$ cat src/rtl/dma_pg_pkg.sv
package dma_pg_pkg;
  localparam int SLOT_W = 32;
  typedef logic [SLOT_W-1:0] slot_t;

  typedef enum logic [4:0] {
    SL_IDLE, SL_SAR_OP, SL_SAR_ARG, SL_DAR_OP, SL_DAR_ARG,
    SL_CCR_OP, SL_CCR_ARG,
    SL_BLK_LP0, SL_BLK_LP1, SL_BLK_LD, SL_BLK_ST, SL_BLK_END1, SL_BLK_END0,
    SL_BUR_LP0, SL_BUR_LD, SL_BUR_ST, SL_BUR_END0,
    SL_TAIL_OP, SL_TAIL_ARG, SL_TAIL_LD, SL_TAIL_ST,
    SL_WMB, SL_SEV, SL_END
  } slot_e;

  localparam slot_t OP_MOV_SRC = 32'h0000_00BC;
  localparam slot_t OP_MOV_CTL = 32'h0000_01BC;
  localparam slot_t OP_MOV_DST = 32'h0000_02BC;
  localparam slot_t OP_LOAD    = 32'h0000_0004;
  localparam slot_t OP_STORE   = 32'h0000_0008;
  localparam slot_t OP_WMB     = 32'h0000_0013;
  localparam slot_t OP_END     = 32'h0000_0000;
  localparam logic [4:0] EVT_ID     = 5'd0;
  localparam logic [2:0] BEAT_CODE  = 3'd2;  // 4-byte beats
  localparam logic [7:0] JUMP_INNER = 8'd2;
  localparam logic [7:0] JUMP_OUTER = 8'd6;
  localparam logic [8:0] INNER_ITER = 9'd256;

  function automatic slot_t loop_start(input logic [8:0] cnt, input logic ctr);
    logic [8:0] m;
    m = cnt - 9'd1;
    return {16'd0, m[7:0], 8'h20 | {6'd0, ctr, 1'b0}};
  endfunction

  function automatic slot_t loop_end(input logic [7:0] jump, input logic ctr);
    return {16'd0, jump, ctr ? 8'h3C : 8'h38};
  endfunction

  function automatic slot_t ctl_word(input logic [4:0] beats, input slot_t attr);
    logic [4:0] b;
    b = beats - 5'd1;
    return {10'd0, b[3:0], BEAT_CODE, 7'd0, b[3:0], BEAT_CODE, 1'b0} | attr;
  endfunction

  function automatic slot_t op_event(input logic [4:0] id);
    return {16'd0, id, 11'h034};
  endfunction
endpackage

$ cat src/rtl/dma_chunk_calc.sv
module dma_chunk_calc #(
  parameter int LEN_W    = 32,
  parameter int CHUNK_LG = 22,
  parameter int BLOCK_LG = 14,
  parameter int BURST_LG = 6
) (
  input  logic [LEN_W-1:0]               rem_i,
  output logic                           more_o,
  output logic [CHUNK_LG-BLOCK_LG:0]     blocks_o,
  output logic [BLOCK_LG-BURST_LG-1:0]   bursts_o,
  output logic [BURST_LG-3:0]            tail_o
);
  localparam int CW = CHUNK_LG + 1;
  localparam logic [LEN_W-1:0] CHUNK_BYTES = LEN_W'(1) << CHUNK_LG;

  logic [CW-1:0] chunk;

  assign more_o   = rem_i > CHUNK_BYTES;
  assign chunk    = more_o ? CW'(CHUNK_BYTES) : rem_i[CW-1:0];
  assign blocks_o = chunk[CW-1:BLOCK_LG];
  assign bursts_o = chunk[BLOCK_LG-1:BURST_LG];
  assign tail_o   = chunk[BURST_LG-1:2];


  always_comb begin
    rem_aligned_chk: assert (rem_i[1:0] == 2'b00);
  end
endmodule

$ cat src/rtl/dma_slot_seq.sv
module dma_slot_seq import dma_pg_pkg::*; #(
  parameter int BLK_W  = 9,
  parameter int BUR_W  = 8,
  parameter int TAIL_W = 4
) (
  input  logic              clk_i,
  input  logic              rst_ni,
  input  logic              go_i,
  input  logic              ready_i,
  input  slot_t             src_i,
  input  slot_t             dst_i,
  input  slot_t             attr_i,
  input  logic [BLK_W-1:0]  blocks_i,
  input  logic [BUR_W-1:0]  bursts_i,
  input  logic [TAIL_W-1:0] tail_i,
  output logic              valid_o,
  output slot_t             data_o,
  output logic              idle_o,
  output logic              chunk_done_o
);
  slot_e state_q, state_d, after_bur, bur_entry, blk_entry;
  logic blk_any, blk_multi, bur_multi;

  assign blk_any   = blocks_i != '0;
  assign blk_multi = blocks_i > BLK_W'(1);
  assign bur_multi = bursts_i > BUR_W'(1);

  always_comb begin
    after_bur = (tail_i != '0) ? SL_TAIL_OP : SL_WMB;
    if (bur_multi)             bur_entry = SL_BUR_LP0;
    else if (bursts_i != '0)   bur_entry = SL_BUR_LD;
    else                       bur_entry = after_bur;
    if (!blk_any)              blk_entry = bur_entry;
    else if (blk_multi)        blk_entry = SL_BLK_LP0;
    else                       blk_entry = SL_BLK_LP1;
  end

  always_comb begin
    state_d = state_q;
    unique case (state_q)
      SL_IDLE:     state_d = SL_SAR_OP;
      SL_SAR_OP:   state_d = SL_SAR_ARG;
      SL_SAR_ARG:  state_d = SL_DAR_OP;
      SL_DAR_OP:   state_d = SL_DAR_ARG;
      SL_DAR_ARG:  state_d = (blk_any || bursts_i != '0) ? SL_CCR_OP : after_bur;
      SL_CCR_OP:   state_d = SL_CCR_ARG;
      SL_CCR_ARG:  state_d = blk_entry;
      SL_BLK_LP0:  state_d = SL_BLK_LP1;
      SL_BLK_LP1:  state_d = SL_BLK_LD;
      SL_BLK_LD:   state_d = SL_BLK_ST;
      SL_BLK_ST:   state_d = SL_BLK_END1;
      SL_BLK_END1: state_d = blk_multi ? SL_BLK_END0 : bur_entry;
      SL_BLK_END0: state_d = bur_entry;
      SL_BUR_LP0:  state_d = SL_BUR_LD;
      SL_BUR_LD:   state_d = SL_BUR_ST;
      SL_BUR_ST:   state_d = bur_multi ? SL_BUR_END0 : after_bur;
      SL_BUR_END0: state_d = after_bur;
      SL_TAIL_OP:  state_d = SL_TAIL_ARG;
      SL_TAIL_ARG: state_d = SL_TAIL_LD;
      SL_TAIL_LD:  state_d = SL_TAIL_ST;
      SL_TAIL_ST:  state_d = SL_WMB;
      SL_WMB:      state_d = SL_SEV;
      SL_SEV:      state_d = SL_END;
      SL_END:      state_d = SL_IDLE;
      default:     state_d = SL_IDLE;
    endcase
  end

  always_comb begin
    unique case (state_q)
      SL_SAR_OP:   data_o = OP_MOV_SRC;
      SL_SAR_ARG:  data_o = src_i;
      SL_DAR_OP:   data_o = OP_MOV_DST;
      SL_DAR_ARG:  data_o = dst_i;
      SL_CCR_OP,
      SL_TAIL_OP:  data_o = OP_MOV_CTL;
      SL_CCR_ARG:  data_o = ctl_word(5'd16, attr_i);
      SL_TAIL_ARG: data_o = ctl_word(5'(tail_i), attr_i);
      SL_BLK_LP0:  data_o = loop_start(9'(blocks_i), 1'b0);
      SL_BLK_LP1:  data_o = loop_start(INNER_ITER, 1'b1);
      SL_BLK_LD,
      SL_BUR_LD,
      SL_TAIL_LD:  data_o = OP_LOAD;
      SL_BLK_ST,
      SL_BUR_ST,
      SL_TAIL_ST:  data_o = OP_STORE;
      SL_BLK_END1: data_o = loop_end(JUMP_INNER, 1'b1);
      SL_BLK_END0: data_o = loop_end(JUMP_OUTER, 1'b0);
      SL_BUR_LP0:  data_o = loop_start(9'(bursts_i), 1'b0);
      SL_BUR_END0: data_o = loop_end(JUMP_INNER, 1'b0);
      SL_WMB:      data_o = OP_WMB;
      SL_SEV:      data_o = op_event(EVT_ID);
      default:     data_o = OP_END;
    endcase
  end

  assign idle_o       = state_q == SL_IDLE;
  assign valid_o      = !idle_o;
  assign chunk_done_o = (state_q == SL_END) && ready_i;

  always_ff @(posedge clk_i or negedge rst_ni) begin
    if (!rst_ni)                     state_q <= SL_IDLE;
    else if (idle_o ? go_i : ready_i) state_q <= state_d;
  end


  hold_while_stalled_chk: assert property (@(posedge clk_i) disable iff (!rst_ni)
    valid_o && !ready_i |=> valid_o && $stable(data_o));


  go_when_idle_chk: assert property (@(posedge clk_i) disable iff (!rst_ni)
    go_i |-> idle_o);
endmodule

$ cat src/rtl/dma_prog_gen.sv
module dma_prog_gen import dma_pg_pkg::*; #(
  parameter int LEN_W    = 32,
  parameter int CHUNK_LG = 22,
  parameter int BLOCK_LG = 14,
  parameter int BURST_LG = 6
) (
  input  logic             clk_i,
  input  logic             rst_ni,
  input  logic             start_i,
  input  logic [31:0]      src_i,
  input  logic [31:0]      dst_i,
  input  logic [LEN_W-1:0] len_i,
  input  logic             src_inc_i,
  input  logic             dst_inc_i,
  input  logic             out_ready_i,
  output logic             out_valid_o,
  output logic [31:0]      out_data_o,
  output logic             busy_o,
  output logic             done_o,
  output logic             err_o
);
  localparam int BLK_W  = CHUNK_LG - BLOCK_LG + 1;
  localparam int BUR_W  = BLOCK_LG - BURST_LG;
  localparam int TAIL_W = BURST_LG - 2;
  localparam logic [LEN_W-1:0] LEN_STEP  = LEN_W'(1) << CHUNK_LG;
  localparam slot_t            ADDR_STEP = SLOT_W'(1) << CHUNK_LG;

  logic             busy_q, done_q, err_q, sinc_q, dinc_q;
  slot_t            src_q, dst_q, attr;
  logic [LEN_W-1:0] rem_q;
  logic             misaligned, start_ok, seq_idle, chunk_done, more, go;
  logic [BLK_W-1:0]  blocks;
  logic [BUR_W-1:0]  bursts;
  logic [TAIL_W-1:0] tail;

  assign misaligned = |{src_i[1:0], dst_i[1:0], len_i[1:0]};
  assign start_ok   = start_i && !busy_q && !misaligned && (len_i != '0);
  assign go         = start_ok || (busy_q && seq_idle);
  assign attr       = {17'd0, dinc_q, 13'd0, sinc_q};

  dma_chunk_calc #(
    .LEN_W(LEN_W), .CHUNK_LG(CHUNK_LG), .BLOCK_LG(BLOCK_LG), .BURST_LG(BURST_LG)
  ) u_calc (
    .rem_i(rem_q), .more_o(more), .blocks_o(blocks), .bursts_o(bursts), .tail_o(tail)
  );

  dma_slot_seq #(.BLK_W(BLK_W), .BUR_W(BUR_W), .TAIL_W(TAIL_W)) u_seq (
    .clk_i, .rst_ni, .go_i(go), .ready_i(out_ready_i),
    .src_i(src_q), .dst_i(dst_q), .attr_i(attr),
    .blocks_i(blocks), .bursts_i(bursts), .tail_i(tail),
    .valid_o(out_valid_o), .data_o(out_data_o),
    .idle_o(seq_idle), .chunk_done_o(chunk_done)
  );

  always_ff @(posedge clk_i or negedge rst_ni) begin
    if (!rst_ni) begin
      busy_q <= 1'b0; done_q <= 1'b0; err_q <= 1'b0;
      sinc_q <= 1'b0; dinc_q <= 1'b0;
      src_q <= '0; dst_q <= '0; rem_q <= '0;
    end else begin
      done_q <= 1'b0;
      err_q  <= 1'b0;
      if (start_i && !busy_q) begin
        if (misaligned)          err_q  <= 1'b1;
        else if (len_i == '0)    done_q <= 1'b1;
        else begin
          busy_q <= 1'b1;
          src_q  <= src_i;
          dst_q  <= dst_i;
          rem_q  <= len_i;
          sinc_q <= src_inc_i;
          dinc_q <= dst_inc_i;
        end
      end
      if (chunk_done) begin
        if (more) begin
          rem_q <= rem_q - LEN_STEP;
          if (sinc_q) src_q <= src_q + ADDR_STEP;
          if (dinc_q) dst_q <= dst_q + ADDR_STEP;
        end else begin
          busy_q <= 1'b0;
          done_q <= 1'b1;
          rem_q  <= '0;
        end
      end
    end
  end

  assign busy_o = busy_q;
  assign done_o = done_q;
  assign err_o  = err_q;


  misalign_flag_chk: assert property (@(posedge clk_i) disable iff (!rst_ni)
    start_i && !busy_o && misaligned |=> err_o && !out_valid_o && !done_o);


  empty_done_chk: assert property (@(posedge clk_i) disable iff (!rst_ni)
    start_i && !busy_o && !misaligned && len_i == '0 |=> done_o && !out_valid_o);


  done_quiet_chk: assert property (@(posedge clk_i) disable iff (!rst_ni)
    done_o |-> !out_valid_o && !busy_o);


  err_done_excl_chk: assert property (@(posedge clk_i) disable iff (!rst_ni)
    $onehot0({err_o, done_o}));
endmodule

$ cat config.mk
export PLATFORM = sky130hd
export DESIGN_NAME = dma_prog_gen
export DESIGN_NICKNAME = d
export VERILOG_FILES = /design/src/rtl/dma_pg_pkg.sv /design/src/rtl/dma_chunk_calc.sv /design/src/rtl/dma_slot_seq.sv /design/src/rtl/dma_prog_gen.sv
export SDC_FILE = /design/constraint.sdc
export NUM_CORES = 1
export LEC_CHECK = 0
export ABC_AREA = 1
export BUFFER_PORTS_ARGS = -buffer_cell sky130_fd_sc_hd__buf_2
export CORE_MARGIN = 10
export CORE_UTILIZATION = 25
export DETAILED_ROUTE_END_ITERATION = 8
export GPL_TIMING_DRIVEN = 0
export PLACE_DENSITY = 0.46
export SLEW_MARGIN = 20
export SYNTH_ARGS = -nofsm -noshare
export SYNTH_HDL_FRONTEND = slang
export SYNTH_SLANG_ARGS = --single-unit
$ cat constraint.sdc
create_clock -name clk_i -period 8 [get_ports clk_i]
set_input_delay 1.2 -clock clk_i [delete_from_list [all_inputs] [get_ports clk_i]]
set_output_delay 1.2 -clock clk_i [all_outputs]
set_load 0.02 [all_outputs]
==> implementation parameters, run 1 <==
Parameter                              Value

Power and ir drop
  Total power per unit cell area    211 mW/mm^2
  Largest vdd supply drop    0.000125 V
  Total leakage power    4.26 nW
  Post-layout total power    1.71 mW

Drt
  Via density per instance    4.71
  Final wirelength    24.9 mm
  Via count    6708
  Number of search-and-repair iterations in the first detailed-routing pass    5
  Residual DRC count    0
  Remaining antenna violation count after routing    0
  Number of DRC markers in iteration 0    477
  Per-cell routed wire length    17.5 microns

Timing
  Final Max Tran Viols    0
  Final critical-path required period    4.52 ns
  Fin worst setup slack    3.48 ns
  Worst rel slew slack    53.1%
  Final period util    56.4%
  Total negative setup slack    0 ns
  Pin slew with the least headroom to its limit    0.703 ns
  Final setup violation count    0
  Number of endpoints with negative hold slack in the final report    0
  Worst clock skew    0.0120 ns
  Max Fclk    0.221 GHz
  Setup repair after global routing missed its margin    false

CTS
  Post-CTS setup buffer count    0
  Clock tree from TritonCTS    done
  Number of buffers between clock root and the deepest sink    2
  Htree depth    3
  Count of cells resized by post-cts repair    0
  Number of buffers added by the clock tree synthesis step    9
  TritonCTS sink count    106
  Cell chosen for the clock root    sky130_fd_sc_hd__clkbuf_16
  Clock Pin Slew Worst Setup and Hold Paths    0.08 ns
  Skew-Pair Late Insertion Delay    0.36 ns
  Number of buffers added to fix hold violations after cts    0

Floorplanning
  Initial Util    25.5%
  Overall die height    183 microns
  # IOs    138
  Site row count    59
  Width of the chip    183 microns
  Die Outline Area    0.0336 sq mm
  Core area    0.0261 sq mm

Worst setup path
  Biggest cell delay along the critical path    0.47 ns
  WP data required    6.80 ns
  Critical path launch point type    flop
  Number of buffer and inverter stages on the critical path    5
  Critical path start-end classification    reg -> out
  Type of element capturing the critical path    output pin
  Master of the slowest instance on the critical path    sky130_fd_sc_hd__o311ai_0
  Crit Path Max Fanout    10
  CP delay by family, top    simple AND/OR/NAND/NOR gates
  Data arrival time at the worst-slack endpoint    3.32 ns
  Worst path cell trace    inv_1 -> ha_1 -> inv_1 -> nor2_1 -> nand2_1 -> nor2_1 -> nand3_1 -> nand2_2 -> nand2_2 -> inv_1 -> buf_2 -> nand2_1 -> ha_1 -> nand2_1 -> nor3_1 -> o311ai_0 -> buf_2

Synth
  Total of warnings raised by yosys    0
  Post-synth ARST share    100%
  Mux cell area share after synthesis    0.150%
  Number of synthesized register bits    106
  Count of unique library cells instantiated by Yosys    46
  Largest family of logic cells by synthesized area    simple AND/OR/NAND/NOR gates
  Parity-gate share of the synthesized area counting xor and xnor cells    3.42%
  Most instantiated flip-flop cell in the synthesis netlist    sky130_fd_sc_hd__dfrtp_1
  Simple-gate share of the synthesized area    33.1%
  Mean Syn Cell Area    7.13 sq um
  Number of instances in the synthesized netlist    934
  Complex-gate fraction of the synthesized area    13.3%
  Number of synthesized flops with an enable pin    0
  Net count of the mapped netlist    1047
  Share of synthesized cell area in full adder, half adder and majority cells    2.07%
  Synthesized cell area    0.00666 sq mm
  Sequential-to-total area share from yosys stat    39.8%

Placed design
  HPWL reported at the end of detailed placement    19.8 mm
  Area post-placement    0.00780 sq mm
  Worst Setup Slack post-DPL    3.85 ns
  PortBufs    137
  RePlAce Congestion    0.903

Cells and area
  Share of final-layout standard cells stronger than drive strength 1    18.4%
  Number of fill cells    2948
  Final core utilization    31.0%
  Area growth from synthesis to final layout    21.5%
  Net total in the final layout    1196
  Layout Cell Area excl Fill    0.00809 sq mm

GRT
  First-pass GRT wire length    38.7 mm
  Vias in the first global route    6970
  Largest net degree at the start of global routing    60
  Antenna violations before repair    2
  Grt total ovfl    0
  Global routing usage summed across all routing layers    14.6%

Min path
  Class of the tightest hold or removal check    reg -> reg

Flow run
  Total of max-cap violations    0

Status
  Outcome    completed
-- cell type report --
type                            count  area (sq um)  share of cell area [%]
Timing Repair Buffer              138           719                    8.89
Sequential cell                   106          2650                    32.8
Tap cell                          335           419                    5.18
Inverter                          105           394                    4.87
Antenna cell                        1          2.50                  0.0309
Multi-Input combinational cell    692          3460                    42.8
Buffer                             31           151                    1.87
Clock inverter                      6          48.8                   0.603
Clock buffer                       10           239                    2.95
-- worst paths after layout --
kind | start | end | slack (ns) | depth (start not counted)
max reg2reg | rem_q[23]$_DFFE_PN0P_ | u_seq.state_q[0]$_DFFE_PN0P_ | 4.80 | 21
min | src_q[21]$_DFFE_PN0P_ | src_q[21]$_DFFE_PN0P_ | 0.48 | 2
max | rem_q[23]$_DFFE_PN0P_ | out_data_o[12] | 3.48 | 17
min in group asynchronous | rst_ni | u_seq.state_q[4]$_DFFE_PN0P_ | 0.80 | 1
min reg2reg | src_q[21]$_DFFE_PN0P_ | src_q[21]$_DFFE_PN0P_ | 0.48 | 2
max in group asynchronous | rst_ni | src_q[23]$_DFF_PN0_ | 6.52 | 2
-- cells by family (layout without fill, tap and decap cells) --
| logic type | after synthesis | in the layout |
|---|---|---|
| other | 0 | 1 |
| buffers and inverters | 136 | 290 |
| AND/OR/NAND/NOR | 511 | 511 |
| AO/OA/AOI/OAI | 143 | 143 |
| flip-flops | 106 | 106 |
| XOR/XNOR | 26 | 26 |
| multiplexers | 1 | 1 |
| adder cells (fa/ha/maj) | 11 | 11 |
-- sequential cells by signal (all words and copies together), names as in the netlist --
name           flops
busy_o             1
err_o              1
done_o             1
sinc_q             1
rem_q             32
dst_q             32
src_q             32
dinc_q             1
u_seq.state_q      5
-- cell usage after synthesis (all sizes together) (6+ instances only) --
library cell | number | area share [%]
nor2 | 92 | 5.9
nand4 | 6 | 0.56
inv | 105 | 5.9
nand2 | 299 | 17
xor2 | 23 | 3.0
o211ai | 17 | 1.9
a221oi | 9 | 1.2
nor4 | 14 | 1.3
ha | 11 | 2.1
o21ai | 68 | 5.3
clkbuf | 11 | 0.62
nor3 | 18 | 1.6
buf | 20 | 1.7
nand3 | 75 | 5.6
o22ai | 12 | 1.1
dfrtp | 106 | 40
a21oi | 16 | 1.2
-- layout by cell type (no fill, tap or decap), drive strengths merged, types with 2 or more instances in the layout --
master    instances
a22o              2
nand3b            3
a221oi            9
nand3            75
o211ai           17
nor3             18
xnor2             3
nor4             14
o2111ai           3
xor2             23
nand2           299
clkinvlp          2
o31ai             2
a31oi             3
a21oi            16
a22oi             3
nor2             92
o22ai            12
dfrtp           106
or3               2
ha               11
o21ai            68
clkbuf           21
a221o             3
inv             108
buf             158
nand4             6
-- worst register-to-register path, delay by kind of cell (launching register included) --
| family | cells | cell delay (ns) |
|---|---|---|
| and+or+nand+nor | 14 | 1.68 |
| DFF | 1 | 0.38 |
| buffers and inverters | 4 | 0.46 |
| adders and majority gates | 2 | 0.43 |
| AOI/OAI and AO/OA | 1 | 0.14 |
-- where the power goes --
| part | internal (mW) | switching (mW) | total, mW | leakage, nW |
|---|---|---|---|---|
| clock network | 0.225 | 0.227 | 0.451 | 0.137 |
| registers | 0.563 | 0.0299 | 0.593 | 1.26 |
| logic | 0.203 | 0.459 | 0.663 | 2.86 |
-- per-stage QoR --
stage	hold WS (ns)	instances
global placement	0.464	1406
CTS	0.487	1423
finish	0.482	1424
floorplan	0.449	934
global route	0.511	1424
detailed placement	0.466	1407
-- layer usage --
layer  GRT usage [%]  wire, microns  vias up
met5               0             13        -
met4            4.33            494        2
met3            2.73           1110       19
met2            24.6          12000      144
met1            18.7          11300     3180
li1                -              -     3363
Power figures use the tool's default switching activity.
==> run 2: changes to the inputs <==
--- a/config.mk
+++ b/config.mk
@@ -11,7 +11,7 @@
 export CORE_UTILIZATION = 25
 export DETAILED_ROUTE_END_ITERATION = 8
 export GPL_TIMING_DRIVEN = 0
-export PLACE_DENSITY = 0.46
+export PLACE_DENSITY = 0.47
 export SLEW_MARGIN = 20
 export SYNTH_ARGS = -nofsm -noshare
 export SYNTH_HDL_FRONTEND = slang
==> constraint.sdc (replaced) <==
create_clock -name clk_i -period 3.7 [get_ports clk_i]
set_input_delay 0.555 -clock clk_i [delete_from_list [all_inputs] [get_ports clk_i]]
set_output_delay 0.555 -clock clk_i [all_outputs]
set_load 0.02 [all_outputs]
==> implementation parameters, run 2 (same netlist as run 1, synthesis figures left out) <==
Parameter                              Value

Status
  Outcome    completed (unchanged)

Worst setup path
  Number of buffer and inverter stages on the critical path    6 (was 5)
  Most Frequent Cell on Critical Path    sky130_fd_sc_hd__nand2_1
  WP data required    3.14 ns (was 6.80 ns)
  Type of element capturing the critical path    output pin (unchanged)
  CP delay by family, top    simple AND/OR/NAND/NOR gates (unchanged)
  Data arrival time at the worst-slack endpoint    2.95 ns (was 3.32 ns)
  Critical path depth in cells    19 (was 17)
  Master of the slowest instance on the critical path    sky130_fd_sc_hd__dfrtp_1 (was sky130_fd_sc_hd__o311ai_0)
  Biggest cell delay along the critical path    0.39 ns (was 0.47 ns)
  Crit Path Max Fanout    10 (unchanged)
  Worst path cell trace    inv_1 -> ha_1 -> inv_1 -> nor2_1 -> nand2_1 -> nor2_1 -> nand3_1 -> nand2_4 -> nand2_4 -> inv_4 -> buf_6 -> nand2_1 -> ha_1 -> nand2_1 -> inv_1 -> o21ai_1 -> nand2_1 -> a221o_1 -> buf_2 (was inv_1 -> ha_1 -> inv_1 -> nor2_1 -> nand2_1 -> nor2_1 -> nand3_1 -> nand2_2 -> nand2_2 -> inv_1 -> buf_2 -> nand2_1 -> ha_1 -> nand2_1 -> nor3_1 -> o311ai_0 -> buf_2)
  Critical path start-end classification    reg -> out (unchanged)
  Critical path launch point type    flop (unchanged)
  Number of cells traversed by the worst register-to-register path    21 (unchanged)

Drt
  Number of search-and-repair iterations in the first detailed-routing pass    5 (unchanged)
  Final wirelength    24.9 mm (about the same)
  Via density per instance    4.80 (was 4.71)
  Remaining antenna violation count after routing    0 (unchanged)
  Residual DRC count    0 (unchanged)
  Per-cell routed wire length    17.4 microns (was 17.5 microns)
  Number of DRC markers in iteration 0    400 (was 477)
  Via count    6835 (was 6708)

Timing
  Final Max Tran Viols    0 (unchanged)
  Worst rel slew slack    55.5% (was 53.1%)
  Final setup violation count    0 (unchanged)
  Final critical-path required period    3.51 ns
  Final period util    94.8%
  Setup repair after global routing missed its margin    false (unchanged)
  Worst clock skew    0.0128 ns (was 0.0120 ns)
  Pin slew with the least headroom to its limit    0.668 ns (was 0.703 ns)
  Total negative setup slack    0 ns (unchanged)
  Number of endpoints with negative hold slack in the final report    0 (unchanged)
  Max Fclk    0.285 GHz

GRT
  Global routing usage summed across all routing layers    14.6% (about the same)
  Grt total ovfl    0 (unchanged)
  Largest net degree at the start of global routing    69 (was 60)
  Vias in the first global route    6987 (was 6970)
  Antenna violations before repair    1 (was 2)
  First-pass GRT wire length    38.5 mm (was 38.7 mm)

Power and ir drop
  Int Pwr    2.28 mW (was 0.991 mW)
  Share of power burned in combinational logic    38.9% (was 38.8%)
  Net switching component of the power    1.54 mW (was 0.716 mW)
  Total leakage power    4.31 nW (was 4.26 nW)
  Switching part of the total    40.3% (was 41.9%)
  Post-layout total power    3.82 mW (was 1.71 mW)
  Total power per unit cell area    465 mW/mm^2 (was 211 mW/mm^2)
  Largest vdd supply drop    0.000198 V (was 0.000125 V)
  Share of total power in sequential cells    33.6% (was 34.7%)
  Clock network power share    27.6% (was 26.4%)

Floorplanning
  # IOs    138 (unchanged)
  Site row count    59 (unchanged)
  Core area    0.0261 sq mm (unchanged)
  Overall die height    183 microns (unchanged)
  Initial Util    25.5% (unchanged)
  Die Outline Area    0.0336 sq mm (unchanged)
  Width of the chip    183 microns (unchanged)

Placed design
  PortBufs    137 (unchanged)
  HPWL reported at the end of detailed placement    19.7 mm (was 19.8 mm)
  RePlAce Congestion    0.922 (was 0.903)

Flow run
  Total of max-cap violations    0 (unchanged)

CTS
  Number of buffers between clock root and the deepest sink    2 (unchanged)
  Clock tree from TritonCTS    done (unchanged)
  Clock Pin Slew Worst Setup and Hold Paths    0.07 ns (was 0.08 ns)
  Number of buffers added by the clock tree synthesis step    9 (unchanged)
  Skew-Pair Late Insertion Delay    0.36 ns (about the same)
  Cell chosen for the clock root    sky130_fd_sc_hd__clkbuf_16 (unchanged)
  TritonCTS sink count    106 (unchanged)
  Htree depth    3 (unchanged)

Cells and area
  Biggest regs    dst_q: 32 flops, rem_q: 32 flops, src_q: 32 flops (unchanged)
  Share of final-layout standard cells stronger than drive strength 1    19.1% (was 18.4%)
  Most frequent cells in the layout    sky130_fd_sc_hd__nand2_1 (290), sky130_fd_sc_hd__buf_2 (144), sky130_fd_sc_hd__dfrtp_1 (106) (was sky130_fd_sc_hd__nand2_1 (290), sky130_fd_sc_hd__buf_2 (149), sky130_fd_sc_hd__dfrtp_1 (106))
  Net total in the final layout    1199 (was 1196)
  Most common cell after layout, fill and taps aside    sky130_fd_sc_hd__nand2_1 (unchanged)
  Number of antenna diodes    0 (was 1)
  Area growth from synthesis to final layout    23.3% (was 21.5%)

Min path
  Class of the tightest hold or removal check    in -> async (was reg -> reg)
[run 2: timing repair]
action | 4_1_cts | 5_1_grt
resized for setup | 8 | 17
pin swaps | 3 | 4
setup endpoints to repair | 7 | 6
setup buffers | 1 | 2
endpoints found under the hold margin | 0 | 0
hold buffers | 0 | 0
[run 2: stage by stage]
| stage | instance area, sq um | std cells | hold WS (ns) | worst slack [ns] | utilization [%] |
|---|---|---|---|---|---|
| 6_report | 8210 | 1425 | 0.108 | 0.191 | 31.4 |
| 5_1_grt | 8210 | 1425 | 0.137 | 0.00755 | 31.4 |
| 4_1_cts | 8140 | 1423 | 0.120 | 0.000188 | 31.2 |
| 3_5_place_dp | 7800 | 1407 | 0.467 | 0.125 | 29.8 |
| 3_3_place_gp | 7770 | 1406 | 0.465 | 0.133 | 29.7 |
| 2_1_floorplan | 6660 | 934 | 0.259 | 0.456 | - |
[run 2: power by group through the flow]
stage / sequential, mW / combinational, mW / clock, mW
CTS: 1.28 / 1.48 / 1.09
detailed placement: 1.30 / 1.46 / 0
finish: 1.28 / 1.48 / 1.05
global placement: 1.31 / 1.45 / 0
global route: 1.29 / 1.63 / 1.13
floorplan: 1.29 / 0.894 / 0
[run 2: cell type report]
type	count	area [sq um]
buffer	31	164
clock buffer	11	233
clock inverter	4	76.3
fill	2945	17900
inverter	105	397
multi-input combinational	692	3510
sequential	106	2650
tap	335	419
timing repair buffer	141	757
[run 2: final timing paths]
check                      slack, ns             startpoint                            to
hold reg to reg                 0.48  src_q[18]$_DFFE_PN0P_         src_q[18]$_DFFE_PN0P_
min in group clk_i              0.39              src_i[19]         src_q[19]$_DFFE_PN0P_
max in group asynchronous       2.89                 rst_ni           dst_q[22]$_DFF_PN0_
setup reg to reg                0.74  rem_q[23]$_DFFE_PN0P_  u_seq.state_q[0]$_DFFE_PN0P_
hold / removal                  0.11                 rst_ni  u_seq.state_q[2]$_DFFE_PN0P_
setup / recovery                0.19  rem_q[23]$_DFFE_PN0P_                out_data_o[20]
[run 2: worst register-to-register path, cell delays in order (launching register included)]
cell                       delay, ns
sky130_fd_sc_hd__dfrtp_1        0.39
sky130_fd_sc_hd__inv_1          0.10
sky130_fd_sc_hd__ha_1           0.18
sky130_fd_sc_hd__inv_1          0.05
sky130_fd_sc_hd__nor2_1         0.08
sky130_fd_sc_hd__nand2_1        0.06
sky130_fd_sc_hd__nor2_1         0.08
sky130_fd_sc_hd__nand3_1        0.11
sky130_fd_sc_hd__nand2_4        0.11
sky130_fd_sc_hd__nand2_4        0.08
sky130_fd_sc_hd__buf_6          0.18
sky130_fd_sc_hd__nor2_4         0.11
sky130_fd_sc_hd__inv_1          0.07
sky130_fd_sc_hd__ha_1           0.23
sky130_fd_sc_hd__or2_2          0.30
sky130_fd_sc_hd__nand2_1        0.11
sky130_fd_sc_hd__nor2_2         0.10
sky130_fd_sc_hd__a21oi_1        0.16
sky130_fd_sc_hd__nand2_1        0.08
sky130_fd_sc_hd__nand3b_1       0.17
sky130_fd_sc_hd__nand2_1        0.07
sky130_fd_sc_hd__nand2_1        0.05
[run 2: layer usage]
layer | wire length [microns] | up-vias | track usage, %
met3 | 1040 | 32 | 2.61
met1 | 11200 | 3267 | 18.4
met5 | 13 | - | 0
li1 | - | 3370 | -
met2 | 11900 | 164 | 24.4
met4 | 657 | 2 | 5.48
